**config.mk**
```make
export PLATFORM = sky130hd
export DESIGN_NAME = pipe_interlock
export DESIGN_NICKNAME = d
export VERILOG_FILES = /design/src/rtl/pil_pkg.sv /design/src/rtl/pil_fwd.sv /design/src/rtl/pil_stall.sv /design/src/rtl/pipe_interlock.sv
export SDC_FILE = /design/constraint.sdc
export NUM_CORES = 1
export LEC_CHECK = 0
export ABC_CLOCK_PERIOD_IN_PS = 5000
export BUFFER_PORTS_ARGS = -buffer_cell sky130_fd_sc_hd__buf_2
export CAP_MARGIN = 20
export CORE_MARGIN = 5
export CORE_UTILIZATION = 35
export DETAILED_ROUTE_END_ITERATION = 10
export GPL_TIMING_DRIVEN = 0
export PLACE_DENSITY_LB_ADDON = 0.1
export SYNTH_ARGS = -nofsm -noshare
export SYNTH_HDL_FRONTEND = slang
export SYNTH_SLANG_ARGS = --single-unit
export TNS_END_PERCENT = 10
```
**constraint.sdc**
```tcl
create_clock -name vclk -period 5
set_input_delay 0.75 -clock vclk [all_inputs]
set_output_delay 0.75 -clock vclk [all_outputs]
set_load 0.02 [all_outputs]
```
**src/rtl/pil_pkg.sv**
```systemverilog
package pil_pkg;
  typedef enum logic [1:0] {
    SEL_RF  = 2'd0,
    SEL_EX  = 2'd1,
    SEL_MEM = 2'd2,
    SEL_WB  = 2'd3
  } opsel_e;
endpackage

```
**src/rtl/pil_fwd.sv**
```systemverilog
module pil_fwd
  import pil_pkg::*;
#(
  parameter int RW = 5
) (
  input  logic          clk,
  input  logic          rst_n,
  input  logic [RW-1:0] src,
  input  logic          rd_en,
  input  logic [RW-1:0] ex_dst,
  input  logic          ex_live,
  input  logic          ex_load,
  input  logic [RW-1:0] mem_dst,
  input  logic          mem_live,
  input  logic          mem_pend,
  input  logic [RW-1:0] wb_dst,
  input  logic          wb_live,
  output opsel_e        sel,
  output logic          hazard
);
  logic reads, ex_hit, mem_hit, wb_hit;

  always_comb begin
    reads   = rd_en && (src != '0);
    ex_hit  = reads && ex_live  && (ex_dst  == src);
    mem_hit = reads && mem_live && (mem_dst == src);
    wb_hit  = reads && wb_live  && (wb_dst  == src);
    if (ex_hit)       sel = SEL_EX;
    else if (mem_hit) sel = SEL_MEM;
    else if (wb_hit)  sel = SEL_WB;
    else              sel = SEL_RF;
    hazard = (ex_hit && ex_load) || (!ex_hit && mem_hit && mem_pend);
  end


  sel_ex_chk: assert property (@(posedge clk) disable iff (!rst_n)
    (sel == SEL_EX) |-> (ex_live && ex_dst == src));

  r0_quiet_chk: assert property (@(posedge clk) disable iff (!rst_n)
    (src == '0) |-> (sel == SEL_RF && !hazard));

  unused_quiet_chk: assert property (@(posedge clk) disable iff (!rst_n)
    !rd_en |-> !hazard);
endmodule

```
**src/rtl/pil_stall.sv**
```systemverilog
module pil_stall #(
  parameter int NSRC = 2
) (
  input  logic            clk,
  input  logic            rst_n,
  input  logic [NSRC-1:0] hazards,
  input  logic            mul_wait,
  input  logic            br_taken,
  output logic            hold_if,
  output logic            hold_id,
  output logic            hold_ex,
  output logic            hold_mem,
  output logic            bubble_ex,
  output logic            bubble_wb,
  output logic            redirect_en
);
  logic load_use, front_hold;

  always_comb begin
    load_use    = |hazards;
    front_hold  = load_use || mul_wait;
    hold_if     = front_hold;
    hold_id     = front_hold;
    hold_ex     = mul_wait;
    hold_mem    = mul_wait;
    bubble_ex   = load_use && !mul_wait;
    bubble_wb   = mul_wait;
    redirect_en = br_taken && !front_hold;
  end


  freeze_chk: assert property (@(posedge clk) disable iff (!rst_n)
    mul_wait |-> (hold_if && hold_id && hold_ex && hold_mem && bubble_wb && !bubble_ex));

  redirect_chk: assert property (@(posedge clk) disable iff (!rst_n)
    redirect_en |-> !hold_id);

  bubble_chk: assert property (@(posedge clk) disable iff (!rst_n)
    bubble_ex |-> (hold_if && hold_id && !hold_ex && !bubble_wb));
endmodule

```
**src/rtl/pipe_interlock.sv**
```systemverilog
module pipe_interlock
  import pil_pkg::*;
#(
  parameter int NREG = 32,
  parameter int NSRC = 2,
  localparam int RW  = $clog2(NREG)
) (
  input  logic                     clk,
  input  logic                     rst_n,
  input  logic [NSRC-1:0][RW-1:0]  id_src,
  input  logic [NSRC-1:0]          id_rd_en,
  input  logic                     id_br_taken,
  input  logic [RW-1:0]            ex_dst,
  input  logic                     ex_wen,
  input  logic                     ex_cond_ok,
  input  logic                     ex_load,
  input  logic                     ex_mul,
  input  logic                     mul_busy,
  input  logic [RW-1:0]            mem_dst,
  input  logic                     mem_wen,
  input  logic                     mem_cond_ok,
  input  logic                     mem_load,
  input  logic                     mem_ld_ready,
  input  logic [RW-1:0]            wb_dst,
  input  logic                     wb_wen,
  input  logic                     wb_cond_ok,
  output logic [NSRC-1:0][1:0]     opnd_sel,
  output logic                     hold_if,
  output logic                     hold_id,
  output logic                     hold_ex,
  output logic                     hold_mem,
  output logic                     bubble_ex,
  output logic                     bubble_wb,
  output logic                     redirect_en
);
  // a failed condition removes the destination
  logic ex_live, mem_live, wb_live, mem_pend, mul_wait;
  logic [NSRC-1:0] hazards;

  assign ex_live  = ex_wen  && ex_cond_ok;
  assign mem_live = mem_wen && mem_cond_ok;
  assign wb_live  = wb_wen  && wb_cond_ok;
  assign mem_pend = mem_load && !mem_ld_ready;
  assign mul_wait = ex_mul && ex_cond_ok && mul_busy;

  for (genvar g = 0; g < NSRC; g++) begin : g_opnd
    opsel_e sel_g;
    pil_fwd #(.RW(RW)) u_fwd (
      .clk(clk), .rst_n(rst_n),
      .src(id_src[g]), .rd_en(id_rd_en[g]),
      .ex_dst(ex_dst), .ex_live(ex_live), .ex_load(ex_load),
      .mem_dst(mem_dst), .mem_live(mem_live), .mem_pend(mem_pend),
      .wb_dst(wb_dst), .wb_live(wb_live),
      .sel(sel_g), .hazard(hazards[g])
    );
    assign opnd_sel[g] = sel_g;
  end

  pil_stall #(.NSRC(NSRC)) u_stall (
    .clk(clk), .rst_n(rst_n),
    .hazards(hazards), .mul_wait(mul_wait), .br_taken(id_br_taken),
    .hold_if(hold_if), .hold_id(hold_id), .hold_ex(hold_ex),
    .hold_mem(hold_mem), .bubble_ex(bubble_ex), .bubble_wb(bubble_wb),
    .redirect_en(redirect_en)
  );


  dead_ex_chk: assert property (@(posedge clk) disable iff (!rst_n)
    (!ex_cond_ok && !mem_live && !wb_live && !mul_busy) |-> (!hold_if && opnd_sel == '0));
endmodule

```
# Word-level counts from Yosys, hierarchy flattened
# Cells that the tools add are included.
# totals
register_bits	0
inputBits	41
out_inout_bits	11
# classes
n_eq_ne	6
mux	6
reduce_logical	39
# ops
operator	n
$eq 5x5->1	6
$logic_and 1x1->1	28
$mux 2	6
$reduce_bool 5->1	2
$logic_not 1->1	5
$logic_or 1x1->1	3
$reduce_or 2->1	1

# Logic depth before layout (Yosys ltp)
# Gate-level depths: netlist (run 1).
# depth
depth_word	12
mapped_depth	7
depth_no_buf	6

# Hierarchy
# From an unflattened synthesis (run 1), not the netlist that was laid out.
# unflattened
cells_unflattened	86
hier_area_um2	609.3
# by_module_without_submodules
mod	n_inst	cells_each	area_per_inst_um2	seq_area_each_um2
pil_fwd	2	37	261.5	0.0
pil_stall	1	7	55.1	0.0
pipe_interlock	1	5	31.3	0.0

# Worst setup path after synthesis (run 1)
# No wires, ideal clock.
# synth_path
path_type	input-to-output
startpoint	in id_src[5] in the netlist's numbering
endpoint	out hold_if
t_arrival_ns	2.298
required_ns	4.250
path_slack_ns	1.952
cell_stages	7
path_buffers	1
cell_sequence	or4_1 -> o21ai_2 -> nor4_1 -> o21a_1 -> a31oi_1 -> nand2_1 -> buf_4
# synth_via
elab_chain_cells	10
word_cells_on_any_way	15
classes_between	eq/ne (2); reduce/logical (13)
# synth_lines
item	line	rtl
start: declaration	pipe_interlock.sv:10	input logic [NSRC-1:0][RW-1:0] id_src,
$reduce_bool 5->1	pil_fwd.sv:24	reads = rd_en && (src != '0);
$logic_and 1x1->1	pil_fwd.sv:24	
$logic_and 1x1->1 (2 in a row)	pil_fwd.sv:25	ex_hit = reads && ex_live && (ex_dst == src);
$logic_not 1->1	pil_fwd.sv:32	hazard = (ex_hit && ex_load) || (!ex_hit && mem_hit && mem_pend);
$logic_and 1x1->1 (2 in a row)	pil_fwd.sv:32	
$logic_or 1x1->1 (*)	pil_fwd.sv:32	
$reduce_or 2->1 (*)	pil_stall.sv:20	load_use = |hazards;
$logic_or 1x1->1 (*)	pil_stall.sv:21	front_hold = load_use || mul_wait;
end: declaration	pipe_interlock.sv:28	output logic hold_if,
# Mark *: on every way between the ends. The rest lies on a longest branch, timed or not.

# Final worst setup path (run 1)
# layout_path
startpoint	in id_src[1] in the netlist's numbering
endpoint	out hold_if
# The elaborated chain is that of the path after synthesis.

==> results of run 1 <==
-- per-layer routing --
layer | global-route usage (%) | vias up | share of wire [%] | wire length (microns)
met1 | 18.9 | 279 | 40 | 644
met4 | 0 | 0 | 0 | 0
met5 | 0 | - | 0 | 0
met3 | 0 | 0 | 9.3 | 150
met2 | 29.1 | 24 | 51 | 812
li1 | - | 337 | - | -
-- kinds of logic (layout without fill, tap and decap cells) --
kind of cell,count (synthesis),after routing,synth area share [%]
compound gates,9,9,13.0
xor+xnor,30,30,53.4
buf+inv,7,57,7.63
simple gates,21,21,26.0
-- cell type report --
class | instances | area share [%]
Buffer | 3 | 2.96
Inverter | 4 | 1.97
Multi-Input combinational cell | 60 | 59.7
Tap cell | 15 | 2.47
Timing Repair Buffer | 50 | 32.9
-- critical path, delay by kind of cell --
| kind | cells | cell delay [ns] |
|---|---|---|
| AND/OR/NAND/NOR | 3 | 0.79 |
| buffers and inverters | 3 | 0.42 |
| XOR/XNOR | 1 | 0.15 |
| AO/OA/AOI/OAI | 2 | 0.45 |
-- placed cells by master, fill, tap and decap left out --
cell,count
nor2_1,1
nand4_1,6
o22ai_1,1
nor4_1,3
nand3_1,1
a21oi_1,2
a21o_1,1
a31oi_1,1
buf_4,3
xor2_1,6
inv_1,4
or4_4,1
xnor2_1,24
and3_1,1
nand2_1,4
o21a_1,1
o21ai_2,2
a21o_2,1
or4_1,4
buf_2,50
-- metrics by stage --
step                      hold WS, ns  power [mW]  utilization, %  instances  cell area, sq um
after global placement           1.85      0.0589            57.7        132               761
after detailed placement         1.85      0.0597            57.7        132               761
after global routing             1.88      0.0656            57.7        132               761
after floorplan                  1.69      0.0303               -         67               492
after CTS                        1.85      0.0600            57.7        132               761
final                            1.85      0.0595            57.7        132               761
-- worst min path at each step --
stage / startpoint / endpoint / slack [ns] / cells past startpoint
2_1_floorplan: id_br_taken / redirect_en / 1.69 / 1
3_3_place_gp: id_br_taken / redirect_en / 1.85 / 3
3_5_place_dp: id_br_taken / redirect_en / 1.85 / 3
4_1_cts: id_br_taken / redirect_en / 1.85 / 3
5_1_grt: id_br_taken / redirect_en / 1.88 / 3
6_report: id_br_taken / redirect_en / 1.85 / 3
-- power by group --
group / switching [mW] / internal [mW] / total [mW]
combinational: 0.0285 / 0.0309 / 0.0595
sequential: 0 / 0 / 0
clock: 0 / 0 / 0
==> summary.md, run 1 <==
| Metric | Value |
|---|---|
| Total wire length | `1.61 mm` |
| Post-DP HPWL | `1.47 mm` |
| Max Fanout on Critical Path | `4` |
| Avg Cell Area, Syn | `7.34 sq um` |
| Core Box Area | `1320 sq um` |
| Die H | `47.5 microns` |
| Seq_cells | `0` |
| Rows | `13` |
| Die footprint | `2250 sq um` |
| Max rail drop VDD | `0.0380 mV` |
| Post-synth top area cell | `xnor2_1` |
| Initial antenna violation count | `0` |
| Drt pass-1 iters | `2` |
| Worst EP required | `4.25 ns` |
| Synth unique cells | `19` |
| Leak pwr | `0.394 nW` |
| Final period util | `66.3%` |
| Clkbuf count | `0` |
| Worst path cell trace | `buf_2 > xnor2_1 > nand4_1 > nor4_1 > o22ai_1 > a31oi_1 > nand2_1 > buf_4 > buf_2` |
| Horiz. Die Dim | `47.5 microns` |
| Fin Setup TNS | `0 ns` |
| Worst setup margin | `1.68 ns` |
| F_max | `0.302 GHz` |
| FF/Latch Area | `0 sq um` |
| Final Slew Violations | `0` |
| Max_slew headroom | `54.5%` |
| Layout cells sized above 1 | `48.7%` |
| Area contributors post-synth | `xnor2_1, xor2_1, nand4_1, or4_1, buf_4` |
| DRC | `0` |
| Largest net degree at the start of global routing | `5` |
| Worst slew pin tran | `0.676 ns` |
| Post-DRT Antenna Nets | `0` |
| Synth Warn # | `0` |
| Grt total ovfl | `0` |
| Critical setup path kind | `in -> out` |
| Cts hold-fix bufs | `0` |
| CP max-delay cell | `nor4_1` |
| Post-Syn Instances | `67` |
| RD Place Congestion | `0.842` |
| Max-cap violations | `0` |
| Fill cell count | `149` |
| CP Launch Type | `primary input` |
| Crit path from | `id_src[1]` |
| Initial core utilization | `37.3%` |
| Worst hold-check path type | `in -> out` |
| Synthesis-to-layout area growth | `54.7%` |
| # diodes | `0` |
| Power Density | `78.2 nW/um^2` |
| CP Capture Type | `output port` |
| RSZ-0062 raised after global routing | `no` |
| Seq/Total Area, Yosys | `0%` |
| Resized cells post-CTS | `0` |
| CP max stage delay | `0.58 ns` |
| Dpl ws | `1.72 ns` |
| Nets | `160` |
| Share of Yosys cell area claimed by the top area cell type | `42.7%` |
| Final hold viol count | `0` |
| Outcome | `completed` |
| Dominant cell by count in the synthesized netlist | `xnor2_1` |
| Netlist Area Pre-Place | `492 sq um` |
| First-pass GRT wire length | `2.55 mm` |
| Most instantiated cells after synthesis | `xnor2_1, nand4_1, xor2_1` |
| Footprint of the multi-input gates | `454 sq um` |
| GRT Total Usage | `14.8%` |
| End of the critical path | `hold_if` |
| I/O pin count | `52` |
| WL/cell | `12.2 microns` |
| First DRT Iteration DRCs | `7` |
| Syn_nets | `108` |
| Vias in the first global route | `636` |
| Post-CTS Setup Bufs | `0` |
| PortBufs | `50` |
| Critical Path Most Common Cell | `buf_2` |
| Via density | `4.85` |
| Final setup violation count | `0` |
| Vias | `640` |
| Worst EP arrival | `2.57 ns` |
| Final period demand of the worst path | `3.32 ns` |
(Power assumes the default switching activity.)
==> inputs of run 2 (changes only) <==
--- a/config.mk
+++ b/config.mk
@@ -5,11 +5,11 @@
 export SDC_FILE = /design/constraint.sdc
 export NUM_CORES = 1
 export LEC_CHECK = 0
-export ABC_CLOCK_PERIOD_IN_PS = 5000
+export ABC_CLOCK_PERIOD_IN_PS = 3030
 export BUFFER_PORTS_ARGS = -buffer_cell sky130_fd_sc_hd__buf_2
 export CAP_MARGIN = 20
 export CORE_MARGIN = 5
-export CORE_UTILIZATION = 35
+export CORE_UTILIZATION = 34
 export DETAILED_ROUTE_END_ITERATION = 10
 export GPL_TIMING_DRIVEN = 0
 export PLACE_DENSITY_LB_ADDON = 0.1
==> constraint.sdc (replaced) <==
create_clock -name vclk -period 3.03
set_input_delay 0.4545 -clock vclk [all_inputs]
set_output_delay 0.4545 -clock vclk [all_outputs]
set_load 0.02 [all_outputs]
==> run 2 against run 1 <==
  * Final area stayed put
  * Sequential cell count stayed put
  * Die area grew 2.3%
  * Combinational power up 65%
  * Total power up 65%
  * Sequential share of layout area is the same
  * Global-route usage fell by 0.82 points
  * Via count is 3.0% lower
  * Count of clock-buffer cells in the layout did not move
  * Largest power group unchanged
==> summary.md, run 2 (same netlist as run 1, synthesis figures left out) <==
| Metric | Value |
|---|---|
| Outcome | `completed` |
| Initial core utilization | `36.9% (-0.46 points)` |
| Final period util | `90.9%` |
| First DRT Iteration DRCs | `7 (unchanged)` |
| Die footprint | `2310 sq um (+2.3%)` |
| Worst slew pin tran | `0.683 ns (+0.00737 ns)` |
| FF/Latch Area | `0 sq um (unchanged)` |
| WHS Path Cells | `3 (unchanged)` |
| Dpl ws | `0.305 ns (-1.41 ns)` |
| Largest net degree at the start of global routing | `5 (unchanged)` |
| Final setup violation count | `0 (unchanged)` |
| Cts hold-fix bufs | `0 (unchanged)` |
| Initial antenna violation count | `0 (unchanged)` |
| Switch Pwr | `0.0470 mW (+65%)` |
| Nets | `160 (unchanged)` |
| WL/cell | `12.1 microns (-1.0%)` |
| Grt total ovfl | `0 (unchanged)` |
| CP Launch Type | `primary input` |
| Max-cap violations | `0 (unchanged)` |
| DRC | `0 (unchanged)` |
| Sw Ratio | `47.9% (about the same)` |
| Leak pwr | `0.394 nW (unchanged)` |
| Total wire length | `1.59 mm (-1.0%)` |
| Layout cells sized above 1 | `48.7% (unchanged)` |
| Min-delay src | `id_br_taken` |
| Most common cell after layout, fill and taps aside | `buf_2` |
| Rows | `13 (unchanged)` |
| Power Density | `129 nW/um^2 (+65%)` |
| Final period demand of the worst path | `2.75 ns` |
| Synthesis-to-layout area growth | `54.7% (unchanged)` |
| Max rail drop VDD | `0.0667 mV (+76%)` |
| # diodes | `0 (unchanged)` |
| Clock power frac | `0% (unchanged)` |
| Seq pwr share | `0% (unchanged)` |
| CP Capture Type | `output port` |
| Hold Path Sink | `redirect_en` |
| Max_slew headroom | `54.0% (-0.50 points)` |
| Horiz. Die Dim | `48.0 microns (+1.2%)` |
| Post-CTS Setup Bufs | `0 (unchanged)` |
| Drt pass-1 iters | `4 (+2)` |
| Layout Utilization | `57.0% (-0.70 points)` |
| Final Slew Violations | `0 (unchanged)` |
| Combinational cell fraction of total power | `100.0% (about the same)` |
| Cell internal pwr | `0.0510 mW (+65%)` |
| Core Box Area | `1330 sq um (+1.2%)` |
| First-pass GRT wire length | `2.42 mm (-5.2%)` |
| Via density | `4.70 (-3.0%)` |
| GRT Total Usage | `14.0% (-0.82 points)` |
| Final hold viol count | `0 (unchanged)` |
| F_max | `0.363 GHz` |
| Vias in the first global route | `602 (-5.3%)` |
| Commonest cells after routing, fill and taps aside | `buf_2, xnor2_1, nand4_1, xor2_1` |
| Worst setup margin | `0.277 ns (-1.41 ns)` |
| Hold Slack | `1.26 ns (-0.585 ns)` |
| Max Fanout on Critical Path | `4 (unchanged)` |
| Critical setup path kind | `in -> out` |
| Clkbuf count | `0 (unchanged)` |
| Design Power | `0.0980 mW (+65%)` |
| Worst EP arrival | `2.30 ns (-0.27 ns)` |
| Fin Setup TNS | `0 ns (unchanged)` |
| Vias | `621 (-3.0%)` |
| Worst EP required | `2.58 ns (-1.67 ns)` |
| Resized cells post-CTS | `0 (unchanged)` |
| PortBufs | `50 (unchanged)` |
| Seq_cells | `0 (unchanged)` |
| RD Place Congestion | `0.808 (-4.0%)` |
| Worst hold-check path type | `in -> out` |
| Post-DRT Antenna Nets | `0 (unchanged)` |
| Die H | `48.0 microns (+1.2%)` |
| RSZ-0062 raised after global routing | `no` |
| I/O pin count | `52 (unchanged)` |
| Post-DP HPWL | `1.48 mm (+0.67%)` |
run 2: metrics by stage:
| stage | instance area, sq um | instances |
|---|---|---|
| 2_1_floorplan | 492 | 67 |
| 3_3_place_gp | 761 | 132 |
| 3_5_place_dp | 761 | 132 |
| 4_1_cts | 761 | 132 |
| 5_1_grt | 761 | 132 |
| 6_report | 761 | 132 |
run 2: layout make-up:
| type | count | area (sq um) |
|---|---|---|
| fillers | 151 | 573 |
| inverters | 4 | 15.0 |
| plain buffers | 3 | 22.5 |
| repair buffers | 50 | 250 |
| multi-input cells | 60 | 454 |
| well taps | 15 | 18.8 |
run 2: worst max path at each step:
stage                          from      end  slack (ns)  cells past startpoint
after floorplan           id_src[5]  hold_if        0.57                      7
after detailed placement  id_src[3]  hold_if        0.31                      9
after global placement    id_src[1]  hold_if        0.29                      9
after CTS                 id_src[3]  hold_if        0.28                      9
after global routing      id_src[1]  hold_if        0.05                      9
final                     id_src[3]  hold_if        0.28                      9
run 2: power groups by stage:
| stage | combinational [mW] | clock [mW] | sequential, mW |
|---|---|---|---|
| 5_1_grt | 0.108 | 0 | 0 |
| 3_3_place_gp | 0.0973 | 0 | 0 |
| 6_report | 0.0980 | 0 | 0 |
| 4_1_cts | 0.0991 | 0 | 0 |
| 3_5_place_dp | 0.0988 | 0 | 0 |
| 2_1_floorplan | 0.0500 | 0 | 0 |
run 2: worst max-delay path, stage by stage:
cell,delay [ns]
buf_2,0.13
xnor2_1,0.17
nand4_1,0.10
nor4_1,0.59
o22ai_1,0.19
a31oi_1,0.28
nand2_1,0.10
buf_4,0.13
buf_2,0.15
run 2: metal layers:
layer / global-route usage [%] / vias to the layer above / routed length (microns)
met1: 18.5 / 255 / 641
met5: 0 / - / 0
met2: 26.6 / 29 / 793
met3: 0 / 0 / 156
met4: 0 / 0 / 0
li1: - / 337 / -
